[src/rtl/bclk_ratio_pkg.sv]
package bclk_ratio_pkg;

  localparam int DIV_W = 4;

  typedef enum logic [2:0] {
    RATIO_NONE = 3'd0,
    RATIO_64   = 3'd1,
    RATIO_128  = 3'd2,
    RATIO_192  = 3'd3,
    RATIO_256  = 3'd4,
    RATIO_384  = 3'd5,
    RATIO_512  = 3'd6
  } ratioE;

  // strobes from control to the clock divider
  typedef struct packed {
    logic             bclkEdge;
    logic             run;
    logic [DIV_W-1:0] div;
  } ctrlS;

  function automatic ratioE classify(input int n);
    case (n)
      64:      return RATIO_64;
      128:     return RATIO_128;
      192:     return RATIO_192;
      256:     return RATIO_256;
      384:     return RATIO_384;
      512:     return RATIO_512;
      default: return RATIO_NONE;
    endcase
  endfunction

  // bit clocks per derived clock period = ratio / 64
  function automatic logic [DIV_W-1:0] divOf(input ratioE r);
    case (r)
      RATIO_128: return DIV_W'(2);
      RATIO_192: return DIV_W'(3);
      RATIO_256: return DIV_W'(4);
      RATIO_384: return DIV_W'(6);
      RATIO_512: return DIV_W'(8);
      default:   return DIV_W'(1);
    endcase
  endfunction

endpackage

[src/rtl/sig_sync.sv]
module sig_sync #(
  parameter int STAGES = 2
) (
  input  logic clk,
  input  logic rstN,
  input  logic din,
  output logic level,
  output logic rise,
  output logic fall
);
  // STAGES synchronizer flops plus one history flop for edge detection
  localparam int LEN = STAGES + 1;

  logic [LEN-1:0] shiftQ;

  always_ff @(posedge clk) begin
    if (!rstN) shiftQ <= '0;
    else       shiftQ <= {shiftQ[LEN-2:0], din};
  end

  assign level = shiftQ[STAGES-1];
  assign rise  = shiftQ[STAGES-1] & ~shiftQ[STAGES];
  assign fall  = ~shiftQ[STAGES-1] & shiftQ[STAGES];
endmodule

[src/rtl/ratio_ctrl.sv]
module ratio_ctrl
  import bclk_ratio_pkg::*;
#(
  parameter int CNT_W = 10,
  parameter int WD_W  = 16
) (
  input  logic            clk,
  input  logic            rstN,
  input  logic            bclkRise,
  input  logic            bclkFall,
  input  logic            lrRise,
  input  logic [WD_W-1:0] wdLimit,
  output ctrlS            ctrl,
  output ratioE           ratioCode,
  output logic            locked,
  output logic            powerDown
);
  logic             bclkEdge;
  logic [WD_W-1:0]  idleCnt;
  logic [WD_W:0]    idleNext;
  logic             tripNow;
  logic [CNT_W-1:0] bitCnt;
  logic             seenEdge;
  ratioE            prevCode;
  ratioE            curCode;
  ratioE            frameCode;
  logic             lockedQ;
  logic             pdQ;

  assign bclkEdge  = bclkRise | bclkFall;
  assign idleNext  = {1'b0, idleCnt} + 1'b1;
  assign tripNow   = !bclkEdge && (idleNext >= {1'b0, wdLimit});
  assign frameCode = classify(int'(bitCnt));

  // silence watchdog
  always_ff @(posedge clk) begin
    if (!rstN) begin
      idleCnt <= '0;
      pdQ     <= 1'b1;
    end else if (bclkEdge) begin
      idleCnt <= '0;
      pdQ     <= 1'b0;
    end else begin
      if (idleCnt != '1) idleCnt <= idleNext[WD_W-1:0];
      if (tripNow) pdQ <= 1'b1;
    end
  end

  // frame measurement and two-frame agreement
  always_ff @(posedge clk) begin
    if (!rstN || pdQ || tripNow) begin
      bitCnt   <= '0;
      seenEdge <= 1'b0;
      prevCode <= RATIO_NONE;
      curCode  <= RATIO_NONE;
      lockedQ  <= 1'b0;
    end else if (lrRise) begin
      bitCnt   <= bclkRise ? CNT_W'(1) : '0;
      seenEdge <= 1'b1;
      if (seenEdge) begin
        if (frameCode == RATIO_NONE) begin
          lockedQ  <= 1'b0;
          curCode  <= RATIO_NONE;
          prevCode <= RATIO_NONE;
        end else begin
          if (frameCode == prevCode) begin
            lockedQ <= 1'b1;
            curCode <= frameCode;
          end
          prevCode <= frameCode;
        end
      end
    end else if (bclkRise && bitCnt != '1) begin
      bitCnt <= bitCnt + 1'b1;
    end
  end

  assign ctrl.bclkEdge = bclkEdge;
  assign ctrl.run      = lockedQ && !pdQ;
  assign ctrl.div      = divOf(curCode);
  assign ratioCode     = curCode;
  assign locked        = lockedQ;
  assign powerDown     = pdQ;

  a_r2_lock_has_code: assert property (@(posedge clk) disable iff (!rstN)
    lockedQ |-> curCode != RATIO_NONE);
  a_r2_lock_on_frame: assert property (@(posedge clk) disable iff (!rstN)
    $rose(lockedQ) |-> $past(lrRise));
  a_r6_code_moves_on_frame: assert property (@(posedge clk) disable iff (!rstN)
    (curCode != $past(curCode)) && (curCode != RATIO_NONE) |-> $past(lrRise));
  a_r7_trip_needs_silence: assert property (@(posedge clk) disable iff (!rstN)
    $rose(pdQ) |-> !$past(bclkEdge));
  a_r8_pd_unlocked: assert property (@(posedge clk) disable iff (!rstN)
    pdQ |-> !lockedQ);
endmodule

[src/rtl/pdm_divider.sv]
module pdm_divider
  import bclk_ratio_pkg::*;
(
  input  logic clk,
  input  logic rstN,
  input  ctrlS ctrl,
  output logic pdmClk,
  output logic pdmTick
);
  logic [DIV_W-1:0] edgeCnt;
  logic [DIV_W-1:0] cntNext;

  assign cntNext = edgeCnt + 1'b1;

  // toggle after div bit-clock edges of either polarity: half period = div half periods
  always_ff @(posedge clk) begin
    if (!rstN || !ctrl.run) begin
      edgeCnt <= '0;
      pdmClk  <= 1'b0;
      pdmTick <= 1'b0;
    end else begin
      pdmTick <= 1'b0;
      if (ctrl.bclkEdge) begin
        if (cntNext >= ctrl.div) begin
          edgeCnt <= '0;
          pdmClk  <= ~pdmClk;
          pdmTick <= ~pdmClk;
        end else begin
          edgeCnt <= cntNext;
        end
      end
    end
  end

  a_r8_idle_low: assert property (@(posedge clk) disable iff (!rstN)
    !ctrl.run |=> !pdmClk);
  a_r3_tick_on_rise: assert property (@(posedge clk) disable iff (!rstN)
    pdmTick |-> pdmClk && !$past(pdmClk));
  a_r4_toggle_on_edge: assert property (@(posedge clk) disable iff (!rstN)
    $past(ctrl.run) && (pdmClk != $past(pdmClk)) |-> $past(ctrl.bclkEdge));
endmodule

[src/rtl/bclk_ratio_clkgen.sv]
module bclk_ratio_clkgen
  import bclk_ratio_pkg::*;
#(
  parameter int SYNC_STAGES = 2,
  parameter int CNT_W       = 10,
  parameter int WD_W        = 16
) (
  input  logic            clk,
  input  logic            rstN,
  input  logic            bclkIn,
  input  logic            lrclkIn,
  input  logic [WD_W-1:0] wdLimit,
  output logic            pdmClk,
  output logic            pdmTick,
  output logic [2:0]      ratioCode,
  output logic            locked,
  output logic            powerDown
);
  logic  bclkLvl, bclkRise, bclkFall;
  logic  lrLvl, lrRise, lrFall;
  ctrlS  ctrl;
  ratioE code;

  sig_sync #(.STAGES(SYNC_STAGES)) u_bclkSync (
    .clk(clk), .rstN(rstN), .din(bclkIn),
    .level(bclkLvl), .rise(bclkRise), .fall(bclkFall));

  sig_sync #(.STAGES(SYNC_STAGES)) u_lrSync (
    .clk(clk), .rstN(rstN), .din(lrclkIn),
    .level(lrLvl), .rise(lrRise), .fall(lrFall));

  ratio_ctrl #(.CNT_W(CNT_W), .WD_W(WD_W)) u_ctrl (
    .clk(clk), .rstN(rstN),
    .bclkRise(bclkRise), .bclkFall(bclkFall), .lrRise(lrRise),
    .wdLimit(wdLimit), .ctrl(ctrl), .ratioCode(code),
    .locked(locked), .powerDown(powerDown));

  pdm_divider u_div (
    .clk(clk), .rstN(rstN), .ctrl(ctrl),
    .pdmClk(pdmClk), .pdmTick(pdmTick));

  assign ratioCode = code;

  // levels and frame falls are not needed by this block
  logic unusedOk;
  assign unusedOk = bclkLvl ^ lrLvl ^ lrFall;
endmodule

[config.mk]
export PLATFORM = sky130hd
export DESIGN_NAME = bclk_ratio_clkgen
export DESIGN_NICKNAME = d
export VERILOG_FILES = /design/src/rtl/bclk_ratio_pkg.sv /design/src/rtl/sig_sync.sv /design/src/rtl/ratio_ctrl.sv /design/src/rtl/pdm_divider.sv /design/src/rtl/bclk_ratio_clkgen.sv
export SDC_FILE = /design/constraint.sdc
export NUM_CORES = 1
export LEC_CHECK = 0
export BUFFER_PORTS_ARGS = -buffer_cell sky130_fd_sc_hd__buf_2
export CORE_AREA = 8 8 96 98
export CTS_BUF_LIST = sky130_fd_sc_hd__clkbuf_4 sky130_fd_sc_hd__clkbuf_8 sky130_fd_sc_hd__clkbuf_16
export DETAILED_ROUTE_END_ITERATION = 8
export DIE_AREA = 0 0 104 106
export SLEW_MARGIN = 20
export SYNTH_ARGS = -nofsm -noshare
export SYNTH_HDL_FRONTEND = slang
export SYNTH_HIERARCHICAL = 1
export SYNTH_SLANG_ARGS = --single-unit
[constraint.sdc]
create_clock -name clk -period 5.3 [get_ports clk]
set_input_delay 0.53 -clock clk [delete_from_list [all_inputs] [get_ports clk]]
set_output_delay 0.53 -clock clk [all_outputs]
set_load 0.01 [all_outputs]
# Yosys cells after proc, flatten, opt, wreduce, memory -nomap -nowiden
# Cells that the tools add are included.
[classes]
mux = 13
eq_ne = 14
bitwise_logic = 11
reduce_logical = 19
order_cmp = 2
n_addsub = 3
[op_table]
columns = ["operator", "count"]
rows = [
  ["10-bit by 8-bit equality test with 1-bit output, second input constant", 2],
  ["10-bit by 9-bit equality test with 1-bit output, second input constant", 2],
  ["10-bit 2-to-1 mux", 2],
  ["4-bit one-hot mux with 5 select lines", 1],
  ["3-bit one-hot mux with 6 select lines", 1],
  ["16-bit by 1-bit adder with 17-bit output, second input constant", 1],
  ["17-bit by 16-bit >= comparator with 1-bit output", 1],
  ["16-bit != test, second input constant", 1],
  ["10-bit by 1-bit adder with 10-bit output, second input constant", 1],
  ["10-bit equality test, second input constant", 1],
  ["10-bit by 7-bit equality test with 1-bit output, second input constant", 1],
  ["10-bit != test, second input constant", 1],
  ["3-bit equality test, second input constant", 3],
  ["3-bit 2-to-1 mux", 3],
  ["1-bit NOT", 7],
  ["3-bit by 2-bit equality test with 1-bit output, second input constant", 2],
  ["2-bit nonzero test", 3],
  ["1-bit 2-to-1 mux", 5],
  ["4-bit by 1-bit adder with 4-bit output, second input constant", 1],
  ["4-bit >= comparator", 1],
  ["1-bit logical NOT", 4],
  ["4-bit 2-to-1 mux", 1],
  ["2-bit AND reduction", 2],
  ["1-bit bitwise AND", 3],
  ["8 further kinds", 12],
]
[totals]
register_bits = 47
wordCells = 74
inputBits = 20
out_inout_bits = 7

# Logic depth before layout (Yosys ltp)
# Gate-level depths: netlist of run 1.
[logic_depth]
word_depth = 7
ltp_mapped = 15

# Cells and area by module
# Netlist of run 1, hierarchy kept.
[modules_own_cells]
columns = ["mod", "area_per_inst_um2", "cells_per_inst", "instances"]
rows = [
  ["ratio_ctrl", 2418.6, 284, 1],
  ["pdm_divider", 415.4, 48, 1],
  ["sig_sync", 91.3, 8, 2],
]

# Worst setup path before layout of run 1
# No wires, ideal clock.
[synth_timing]
path_type = "register to register"
from = "register u_ctrl.idleCnt[0]"
to = "register u_ctrl.bitCnt[1]"
path_buffers = 2
required_time_ns = 5.227
setup_slack_ns = 2.519
arrival_time_ns = 2.707
path_stages_with_launch = 13
cell_sequence = "dfxtp_1 -> ha_1 -> and4_4 -> nand4_1 -> xnor2_1 -> ha_1 -> and3_1 -> a221oi_1 -> o211ai_1 -> o32a_1 -> buf_6 -> buf_8 -> nor3_2"
[synth_between]
elab_chain_len = 4
[synth_rtl]
columns = ["element", "line_no", "source"]
rows = [
  ["from (decl)", "ratio_ctrl.sv:19", "logic [WD_W-1:0] idleCnt;"],
  ["from (signal assigned)", "ratio_ctrl.sv:44", "if (idleCnt != '1) idleCnt <= idleNext[WD_W-1:0];"],
  ["16-bit by 1-bit adder with 17-bit output", "ratio_ctrl.sv:31", "assign idleNext = {1'b0, idleCnt} + 1'b1;"],
  ["net u_ctrl.idleNext[8]", "ratio_ctrl.sv:20", "logic [WD_W:0] idleNext;"],
  ["17-bit by 16-bit >= comparator with 1-bit output", "ratio_ctrl.sv:32", "assign tripNow = !bclkEdge && (idleNext >= {1'b0, wdLimit});"],
  ["1-bit logical AND", "ratio_ctrl.sv:32", ""],
  ["1-bit logical OR", "ratio_ctrl.sv:51", "if (!rstN || pdQ || tripNow) begin"],
  ["to (signal assigned)", "ratio_ctrl.sv:58", "bitCnt <= bclkRise ? CNT_W'(1) : '0;"],
  ["to (signal assigned)", "ratio_ctrl.sv:74", "bitCnt <= bitCnt + 1'b1;"],
  ["to (decl)", "ratio_ctrl.sv:22", "logic [CNT_W-1:0] bitCnt;"],
]
# The timed path passes the listed nets, and every way through them passes these cells.
# A chain may end at the register's enable or synchronous reset.

# Final worst setup path of run 1
[layout_timing]
from = "register u_ctrl.idleCnt[2]"
to = "register u_ctrl.lockedQ, in the netlist u_ctrl/locked"
[layout_between]
elab_chain_len = 4
[layout_rtl]
columns = ["element", "line_no", "source"]
rows = [
  ["16-bit by 1-bit adder with 17-bit output", "ratio_ctrl.sv:31", ""],
  ["net u_ctrl.idleNext[15]", "ratio_ctrl.sv:20", ""],
  ["17-bit by 16-bit >= comparator with 1-bit output", "ratio_ctrl.sv:32", ""],
  ["1-bit logical AND", "ratio_ctrl.sv:32", ""],
  ["1-bit logical OR", "ratio_ctrl.sv:51", ""],
  ["to (signal assigned)", "ratio_ctrl.sv:56", "lockedQ <= 1'b0;"],
  ["to (signal assigned)", "ratio_ctrl.sv:62", "lockedQ <= 1'b0;"],
  ["to (signal assigned)", "ratio_ctrl.sv:67", "lockedQ <= 1'b1;"],
  ["to (decl)", "ratio_ctrl.sv:27", "logic lockedQ;"],
]
# The timed path passes the listed nets, and every way through them passes these cells.

==> results.json, run 1 <==
{
  "status": "completed",
  "worstMarginPinSlew_ns": 0.8733,
  "crit_chain": "and3_1 > nand3_1 > nor2_1 > and3_1 > xor2_1 > ha_1 > a21boi_0 > o21ai_0 > nand3_1 > a211oi_1 > o32a_1 > nor3_1",
  "drt_iter0_drc": 77,
  "rsz0062_at_grt": "no",
  "crit_fanout": 18,
  "cp-end-kind": "flop",
  "drc": 0,
  "nFillCells": 796,
  "ant_nets": 0,
  "wl_per_cell_um": 12.45,
  "drive_gt1_share_pct": 17.84,
  "leakage_uw": 0.001375,
  "drt-total-wl_um": 5915,
  "core_area_um2": 7845,
  "fin_setup_tns_ns": 0,
  "max_slew_margin_pct": 41.70,
  "r2r_slack_ns": 1.89,
  "fmax_mhz": 293.4,
  "io_buffer_count": 26,
  "r2r_cells": 12,
  "drv_cap": 0,
  "required_ns": 5.44,
  "post-dp-hpwl_um": 4516,
  "cts_max_level": 2,
  "crit_buf_inv": 0,
  "post-route-min-period_ns": 3.408,
  "cts_tree": "done",
  "setup-violations-final": 0,
  "viasPerCell": 5.116,
  "io_pins": 27,
  "irDropWorstVdd_v": 0.00007379,
  "clock-sinks": 47,
  "root_buffer": "clkbuf_8",
  "gp_congestion": 0.8008,
  "critical_path_depth": 12,
  "antenna_found_initial": 0,
  "ys_warn_count": 6,
  "grt_first_pass_wirelength_um": 10380,
  "initial_core_util_pct": 38.37,
  "die_area_um2": 11020,
  "area_growth_pct": 8.894,
  "grt_max_degree": 19,
  "hold_buffers": 0,
  "rr_endpoint": "u_ctrl/locked",
  "hold_ws_ns": 0.4373,
  "cts_setup_buffers": 0,
  "worstSetupPathType": "flop to flop",
  "critPathCapture": "u_ctrl/locked",
  "num_vias": 2430,
  "synthesis.nets": 391,
  "cts.clk_slew.worst_paths_ns": 0.09,
  "hold_path_class": "flop to flop",
  "drv_slew": 0,
  "fin_nets": 415,
  "numCtsBuffers": 5,
  "synthesis.area_um2": 3010,
  "n_antenna_cell": 0,
  "die_h_um": 106,
  "first_pass_iters": 4,
  "clock_skew_ns": 0.008437,
  "clk_path_buf_depth": 2,
  "crit_path_top_delay_cell": "o32a_1",
  "grt_overflow": 0,
  "start_kind": "flop",
  "ctsResizeCount": 0,
  "startpoint": "u_ctrl/idleCnt[2]",
  "fin_crit_sh_pct": 64.30,
  "cp.arrival_ns": 3.55,
  "synthCells": 347,
  "power_per_cell_area_nw_per_um2": 188.2,
  "grt_pass1_vias": 2402,
  "slowest_delay_ns": 0.77,
  "track_usage_pct": 11.08,
  "dieWidth_um": 104,
  "insertion_delay_ns": 0.29,
  "r2r_start": "u_ctrl/idleCnt[2]",
  "hold_viol": 0,
  "rows": 33,
  "syn_area_per_cell_um2": 8.675,
  "cp_top_family": "compound AO/OA/AOI/OAI gates"
}
report_power, final:
group	internal (uW)	total, uW	switching [uW]
logic	20.6	48.2	27.7
registers	357	361	4.10
clock network	93.4	207	114
through the flow:
step	util, %	total power [uW]	instances	worst slack [ns]	instance area [um^2]
global route	41.79	647.2	475	1.547	3278
detailed placement	40.81	418.2	469	1.919	3202
global placement	40.81	417.3	469	1.963	3202
CTS	41.79	627.7	475	1.888	3278
finish	41.79	616.8	475	1.892	3278
floorplan	-	403.6	347	2.519	3010
registers in the layout, indices dropped and copies added, names as in the netlist:
signal,count
u_bclkSync/shiftQ,3
u_ctrl/bitCnt,10
u_ctrl/idleCnt,16
u_ctrl/locked,1
u_ctrl/powerDown,1
u_ctrl/prevCode,3
u_ctrl/ratioCode,3
u_ctrl/seenEdge,1
u_div/edgeCnt,4
u_div/pdmClk,1
u_div/pdmTick,1
u_lrSync/shiftQ,3
cell type report:
cell class              count  area, um^2  share of cell area (%)
well taps                 105       131.4                   4.008
clock buffers               6       76.32                   2.328
flip-flops and latches     47       940.9                   28.70
multi-input cells         262        1887                   57.56
repair buffers             27       137.6                   4.198
inverters                  28       105.1                   3.206
per-layer routing:
layer | vias up | part of all wire [%] | GRT usage [%]
li1 | 1262 | - | -
met3 | 4 | 3.4 | 3.085
met1 | 1134 | 49 | 13.49
met5 | - | 0 | 0
met2 | 30 | 47 | 18.84
met4 | 0 | 0.76 | 2.896
placed cells by master (no fill, tap or decap), types with 7 or more instances in the layout:
cell / n
a21oi_1: 13
a21oi_2: 7
and2_1: 7
and3_1: 11
buf_2: 26
dfxtp_1: 47
ha_1: 24
inv_1: 28
nand2_1: 25
nand3_1: 19
nand4_1: 7
nor2_1: 31
nor2b_1: 7
nor3_1: 13
xnor2_1: 13
xor2_1: 13
worst min path at each step:
stage,startpoint,end,slack [ns],cells past startpoint
after CTS,u_bclkSync/shiftQ[0],u_bclkSync/shiftQ[1],0.44,1
after global placement,u_lrSync/shiftQ[0],u_lrSync/shiftQ[1],0.41,1
after global routing,bclkIn,u_bclkSync/shiftQ[0],0.43,2
after detailed placement,u_bclkSync/shiftQ[0],u_bclkSync/shiftQ[1],0.42,1
final,u_bclkSync/shiftQ[0],u_bclkSync/shiftQ[1],0.44,1
after floorplan,u_bclkSync/shiftQ[0],u_bclkSync/shiftQ[1],0.41,1
(Power assumes the default switching activity.)
==> inputs of run 2 (changes only) <==
- ABC_AREA: unset -> 1
- CORE_AREA: 8 8 96 98 -> 8 8 100 102
- DIE_AREA: 0 0 104 106 -> 0 0 108 110
- clock period: 5.3 -> 3.25 ns (I/O delays scaled with it)
==> run 2 against run 1 <==
Effect of this change:
- sequential power up 63%
- clock power up 140%
- non-clock buffer count down 1
- wire length up 13%
- synthesized cell count up 36%
- register-to-register slack worse by 1.5 ns
- maximum frequency up 17%
- critical path depth up 6
- clock skew about the same
- highest routed layer unchanged
==> results.json, run 2 <==
{
  "drc": 0,
  "top_register": "u_ctrl/idleCnt",
  "final_area_um2": 3686,
  "leakage_uw": 0.001853,
  "grt_overflow": 0,
  "post-dp-hpwl_um": 5392,
  "wl_met1_um": 3105,
  "clock-sinks": 47,
  "drv_cap": 0,
  "antenna_found_initial": 0,
  "fmax_mhz": 344.0,
  "maxUsedRoutingLayer": "met4",
  "synthesis.nets": 516,
  "multi_input_area_um2": 1956,
  "gp_congestion": 0.8399,
  "fin_nets": 544,
  "seq_area_um2": 942.2,
  "mostFrequentLayoutCells": "inv_1 (97), nand2_1 (70), dfxtp_1 (46)",
  "io_buffer_count": 26,
  "required_ns": 3.44,
  "drt_iter0_drc": 100,
  "worstMarginPinSlew_ns": 0.4436,
  "track_usage_pct": 12.18,
  "drive_gt1_share_pct": 18.56,
  "routed-wl-met3_um": 233,
  "first_pass_iters": 4,
  "start_kind": "flop",
  "place_ws_ns": 0.1350,
  "hold_path_class": "input pin to flop",
  "ant_nets": 0,
  "layout_commonest_cell": "inv_1",
  "power_per_cell_area_nw_per_um2": 325.2,
  "ys_warn_count": 6,
  "dieWidth_um": 108,
  "die_h_um": 110,
  "hold_ws_ns": 0.2161,
  "placed_cell_area_um2": 3528,
  "core_area_um2": 8466,
  "route.met2.wl_um": 3286,
  "cp.arrival_ns": 3.10,
  "viasPerCell": 4.741,
  "irDropWorstVdd_v": 0.0001902,
  "crit_fanout": 17,
  "cts.clk_slew.worst_paths_ns": 0.09,
  "synthesis.area_um2": 3303,
  "worstSetupPathType": "flop to flop",
  "numCtsBuffers": 5,
  "fin_setup_tns_ns": 0,
  "layout_setup_ws_ns": 0.3429,
  "largest_register_ffs": 16,
  "fin_crit_sh_pct": 89.45,
  "area_growth_pct": 11.59,
  "rows": 34,
  "io_pins": 27,
  "max_slew_margin_pct": 70.32,
  "drv_slew": 0,
  "cp-end-kind": "flop",
  "num_vias": 2887,
  "setup-violations-final": 0,
  "drt-total-wl_um": 6677,
  "insertion_delay_ns": 0.30,
  "root_buffer": "clkbuf_8",
  "n_antenna_cell": 0,
  "clock_skew_ns": 0.008771,
  "fin_util_pct": 43.54,
  "initial_core_util_pct": 39.02,
  "post-route-min-period_ns": 2.907,
  "cts_max_level": 2,
  "status": "completed",
  "grt_max_degree": 18,
  "cts_tree": "done",
  "rsz0062_at_grt": "no",
  "hold_buffers": 0,
  "nFillCells": 871,
  "grt_first_pass_wirelength_um": 11990,
  "grt_pass1_vias": 2841,
  "reg_top3": "u_ctrl/idleCnt x16, u_ctrl/bitCnt x10, u_div/edgeCnt x4",
  "syn_area_per_cell_um2": 6.998,
  "die_area_um2": 11880,
  "hold_viol": 0,
  "clk_path_buf_depth": 2,
  "synthCells": 472,
  "wl_per_cell_um": 10.96
}
==> run 2: cell type report <==
| type | count | share of cell area, % |
|---|---|---|
| multi-input combinational | 317 | 53.06 |
| tap | 108 | 3.666 |
| sequential | 47 | 25.56 |
| clock buffer | 6 | 2.071 |
| inverter | 103 | 10.49 |
| timing repair buffer | 26 | 3.530 |
| clock inverter | 2 | 1.629 |
==> run 2: repair_timing <==
item                                    CTS  global route
endpoints found under the setup margin    0            17
resized for setup                         0             5
buffers inserted                          0             0
==> run 2: where the power goes <==
| group | switching (uW) | internal [uW] |
|---|---|---|
| clock network | 191 | 316 |
| logic | 64.7 | 36.7 |
| registers | 6.40 | 584 |
| total | 262 | 936 |
==> run 2: layer usage <==
layer | vias to the layer above | GRT usage, %
met5 | - | 0
met4 | 0 | 4.658
met3 | 4 | 2.674
met2 | 39 | 21.67
met1 | 1303 | 13.96
li1 | 1541 | -
==> run 2: per-stage QoR <==
| step | power [uW] | std cells |
|---|---|---|
| 3_5_place_dp | 703.1 | 601 |
| 4_1_cts | 1222 | 609 |
| 3_3_place_gp | 702.4 | 601 |
| 5_1_grt | 1259 | 609 |
| 6_report | 1199 | 609 |
| 2_1_floorplan | 676.3 | 472 |
==> run 2: path summary, 6_finish.rpt <==
check	from	end	slack (ns)	cells after the start
setup / recovery	u_ctrl/idleCnt[1]	u_ctrl/ratioCode[0]	0.34	18
hold / removal	lrclkIn	u_lrSync/shiftQ[0]	0.22	3
setup reg to reg	u_ctrl/idleCnt[1]	u_ctrl/ratioCode[0]	0.34	18
hold reg to reg	u_lrSync/shiftQ[0]	u_lrSync/shiftQ[1]	0.41	2
==> run 2: critical path, stage by stage (launching register included) <==
cell and delay [ns]:
dfxtp_1 0.37, ha_2 0.23, nand3_2 0.13, nor2_4 0.16
nand2_1 0.09, nor2_2 0.14, nand2_1 0.08, xor2_1 0.19
inv_1 0.07, ha_1 0.31, nand2_1 0.07, nor3_1 0.17
nand4_2 0.14, inv_1 0.07, nand3_1 0.10, nand3_2 0.10
nand2_2 0.08, nand2_8 0.19, nor2_1 0.08
==> inputs of run 3 (changes only) <==
- REMOVE_ABC_BUFFERS: unset -> 1
- SETUP_SLACK_MARGIN: unset -> 0.3
==> run 3 against run 2 <==
Effect of this change:
- die area unchanged
- cell count up 1.1%
- critical path depth up 1
- clock-buffer cell count unchanged
- combinational power up 14%
- first-iteration DRC count down 19%
- total power down 5.4%
- critical path type unchanged
- largest cell class unchanged
==> results.json, run 3 (synthesis results as in run 2) <==
{
  "rows": 34,
  "grt_overflow": 0,
  "first_pass_iters": 4,
  "clk_path_buf_depth": 2,
  "drv_slew": 0,
  "n_antenna_cell": 0,
  "viasPerCell": 4.737,
  "antenna_found_initial": 0,
  "clock_skew_ns": 0.006958,
  "largest_register_ffs": 16,
  "leakage_uw": 0.001875,
  "mostFrequentLayoutCells": "inv_1 (95), nand2_1 (69), nor2_1 (40)",
  "post-route-min-period_ns": 2.762,
  "reg_top3": "u_ctrl/idleCnt x16, u_ctrl/bitCnt x10, u_div/edgeCnt x4",
  "fin_nets": 552,
  "numCtsBuffers": 5,
  "crit_path_top_delay_cell": "dfxtp_4",
  "start_kind": "flop",
  "hold_viol": 0,
  "crit_fanout": 8,
  "dieWidth_um": 108,
  "slowest_delay_ns": 0.40,
  "fin_setup_tns_ns": 0,
  "fmax_mhz": 362.1,
  "die_h_um": 110,
  "layout_commonest_cell": "inv_1",
  "initial_core_util_pct": 39.02,
  "cts_tree": "done",
  "cp-end-kind": "flop",
  "layout_setup_ws_ns": 0.4884,
  "top_register": "u_ctrl/idleCnt",
  "crit_chain": "nand3_4 > nor2_4 > nand4_1 > nor3_2 > nand2_1 > nor2_1 > xor2_1 > inv_1 > ha_4 > buf_6 > inv_2 > o211ai_1 > inv_1 > nand2_2 > nor2_4 > nand3_2 > nand2_4 > nand2_8 > nor2_2",
  "drv_cap": 0,
  "setup-violations-final": 0,
  "io_buffer_count": 26,
  "cts.clk_slew.worst_paths_ns": 0.08,
  "power_per_cell_area_nw_per_um2": 294.9,
  "grt_max_degree": 18,
  "worstSetupPathType": "flop to flop",
  "num_vias": 2918,
  "grt_pass1_vias": 2736,
  "root_buffer": "clkbuf_8",
  "drt_iter0_drc": 81,
  "worstMarginPinSlew_ns": 0.9615,
  "place_ws_ns": 0.1748,
  "die_area_um2": 11880,
  "hold_path_class": "input pin to flop",
  "drt-total-wl_um": 7055,
  "io_pins": 27,
  "clock-sinks": 47,
  "post-dp-hpwl_um": 5492,
  "status": "completed",
  "drive_gt1_share_pct": 23.43,
  "core_area_um2": 8466,
  "ant_nets": 0,
  "rsz0062_at_grt": "no",
  "cp.arrival_ns": 3.01,
  "required_ns": 3.49,
  "irDropWorstVdd_v": 0.0001600,
  "max_slew_margin_pct": 35.66,
  "wl_per_cell_um": 11.45,
  "insertion_delay_ns": 0.30,
  "gp_congestion": 0.7993,
  "hold_buffers": 0,
  "track_usage_pct": 12.37,
  "cts_max_level": 2,
  "area_growth_pct": 16.44,
  "grt_first_pass_wirelength_um": 11920,
  "fin_crit_sh_pct": 84.97,
  "drc": 0
}
==> run 3: cell types whose count changed in the layout (fill, tap and decap cells not counted), sizes merged <==
cell	delta
buf	+6
nand2	+2
bufinv	-1
==> run 3: area by class of cell <==
cell class	count	area [um^2]
Clock buffer	6	76.32
Clock inverter	1	30.03
Fill cell	855	4619
Inverter	103	386.6
Multi-Input combinational cell	319	2081
Sequential cell	47	958.4
Tap cell	108	135.1
Timing Repair Buffer	32	178.9
==> run 3: path summary, 6_finish.rpt <==
check / startpoint / to / slack, ns / depth (start not counted)
worst max-delay path: u_ctrl/idleCnt[0] / u_ctrl/bitCnt[0] / 0.49 / 19
worst min-delay path: lrclkIn / u_lrSync/shiftQ[0] / 0.20 / 3
worst max register to register: u_ctrl/idleCnt[0] / u_ctrl/bitCnt[0] / 0.49 / 19
worst min register to register: u_bclkSync/shiftQ[0] / u_bclkSync/shiftQ[1] / 0.41 / 2
==> run 3: layer usage <==
layer  vias to the layer above  GRT usage, %  wire [um]
met1                      1308         13.72       3078
li1                       1563             -          -
met2                        38         22.76       3640
met3                         9         2.791        241
met4                         0         4.163         95
met5                         -             0          0
==> run 3: power by group <==
part,internal (uW),switching [uW],leakage [uW]
registers,583,9.14,0.000385
clock network,234,192,0.0000547
logic,44.8,70.6,0.00144
total,862,272,0.00188
==> run 3: timing repair <==
action / CTS / global route
endpoints found under the setup margin: 17 / 19
pin swaps: 0 / 18
resized for setup: 3 / 33
setup buffers: 0 / 5
gates cloned: 1 / 1
endpoints found under the hold margin: 0 / 0
==> run 3: metrics by stage <==
step / total power [uW] / hold slack, ns / cells / cell area (um^2) / utilization [%]
global route: 1195 / 0.1928 / 616 / 3846 / 45.43
global placement: 703.8 / 0.3945 / 602 / 3536 / 41.77
finish: 1134 / 0.2017 / 616 / 3846 / 45.43
CTS: 1142 / 0.1895 / 610 / 3674 / 43.39
detailed placement: 704.6 / 0.4052 / 602 / 3536 / 41.77
floorplan: 670.3 / 0.3856 / 467 / 3263 / -
==> run 3: worst max-delay path, delay by kind of cell, from the launching register on <==
kind / cells / cell delay, ns
simple gates: 12 / 1.48
xor+xnor: 1 / 0.19
buf+inv: 4 / 0.33
compound gates: 1 / 0.08
fa+ha+maj: 1 / 0.22
flops: 1 / 0.40
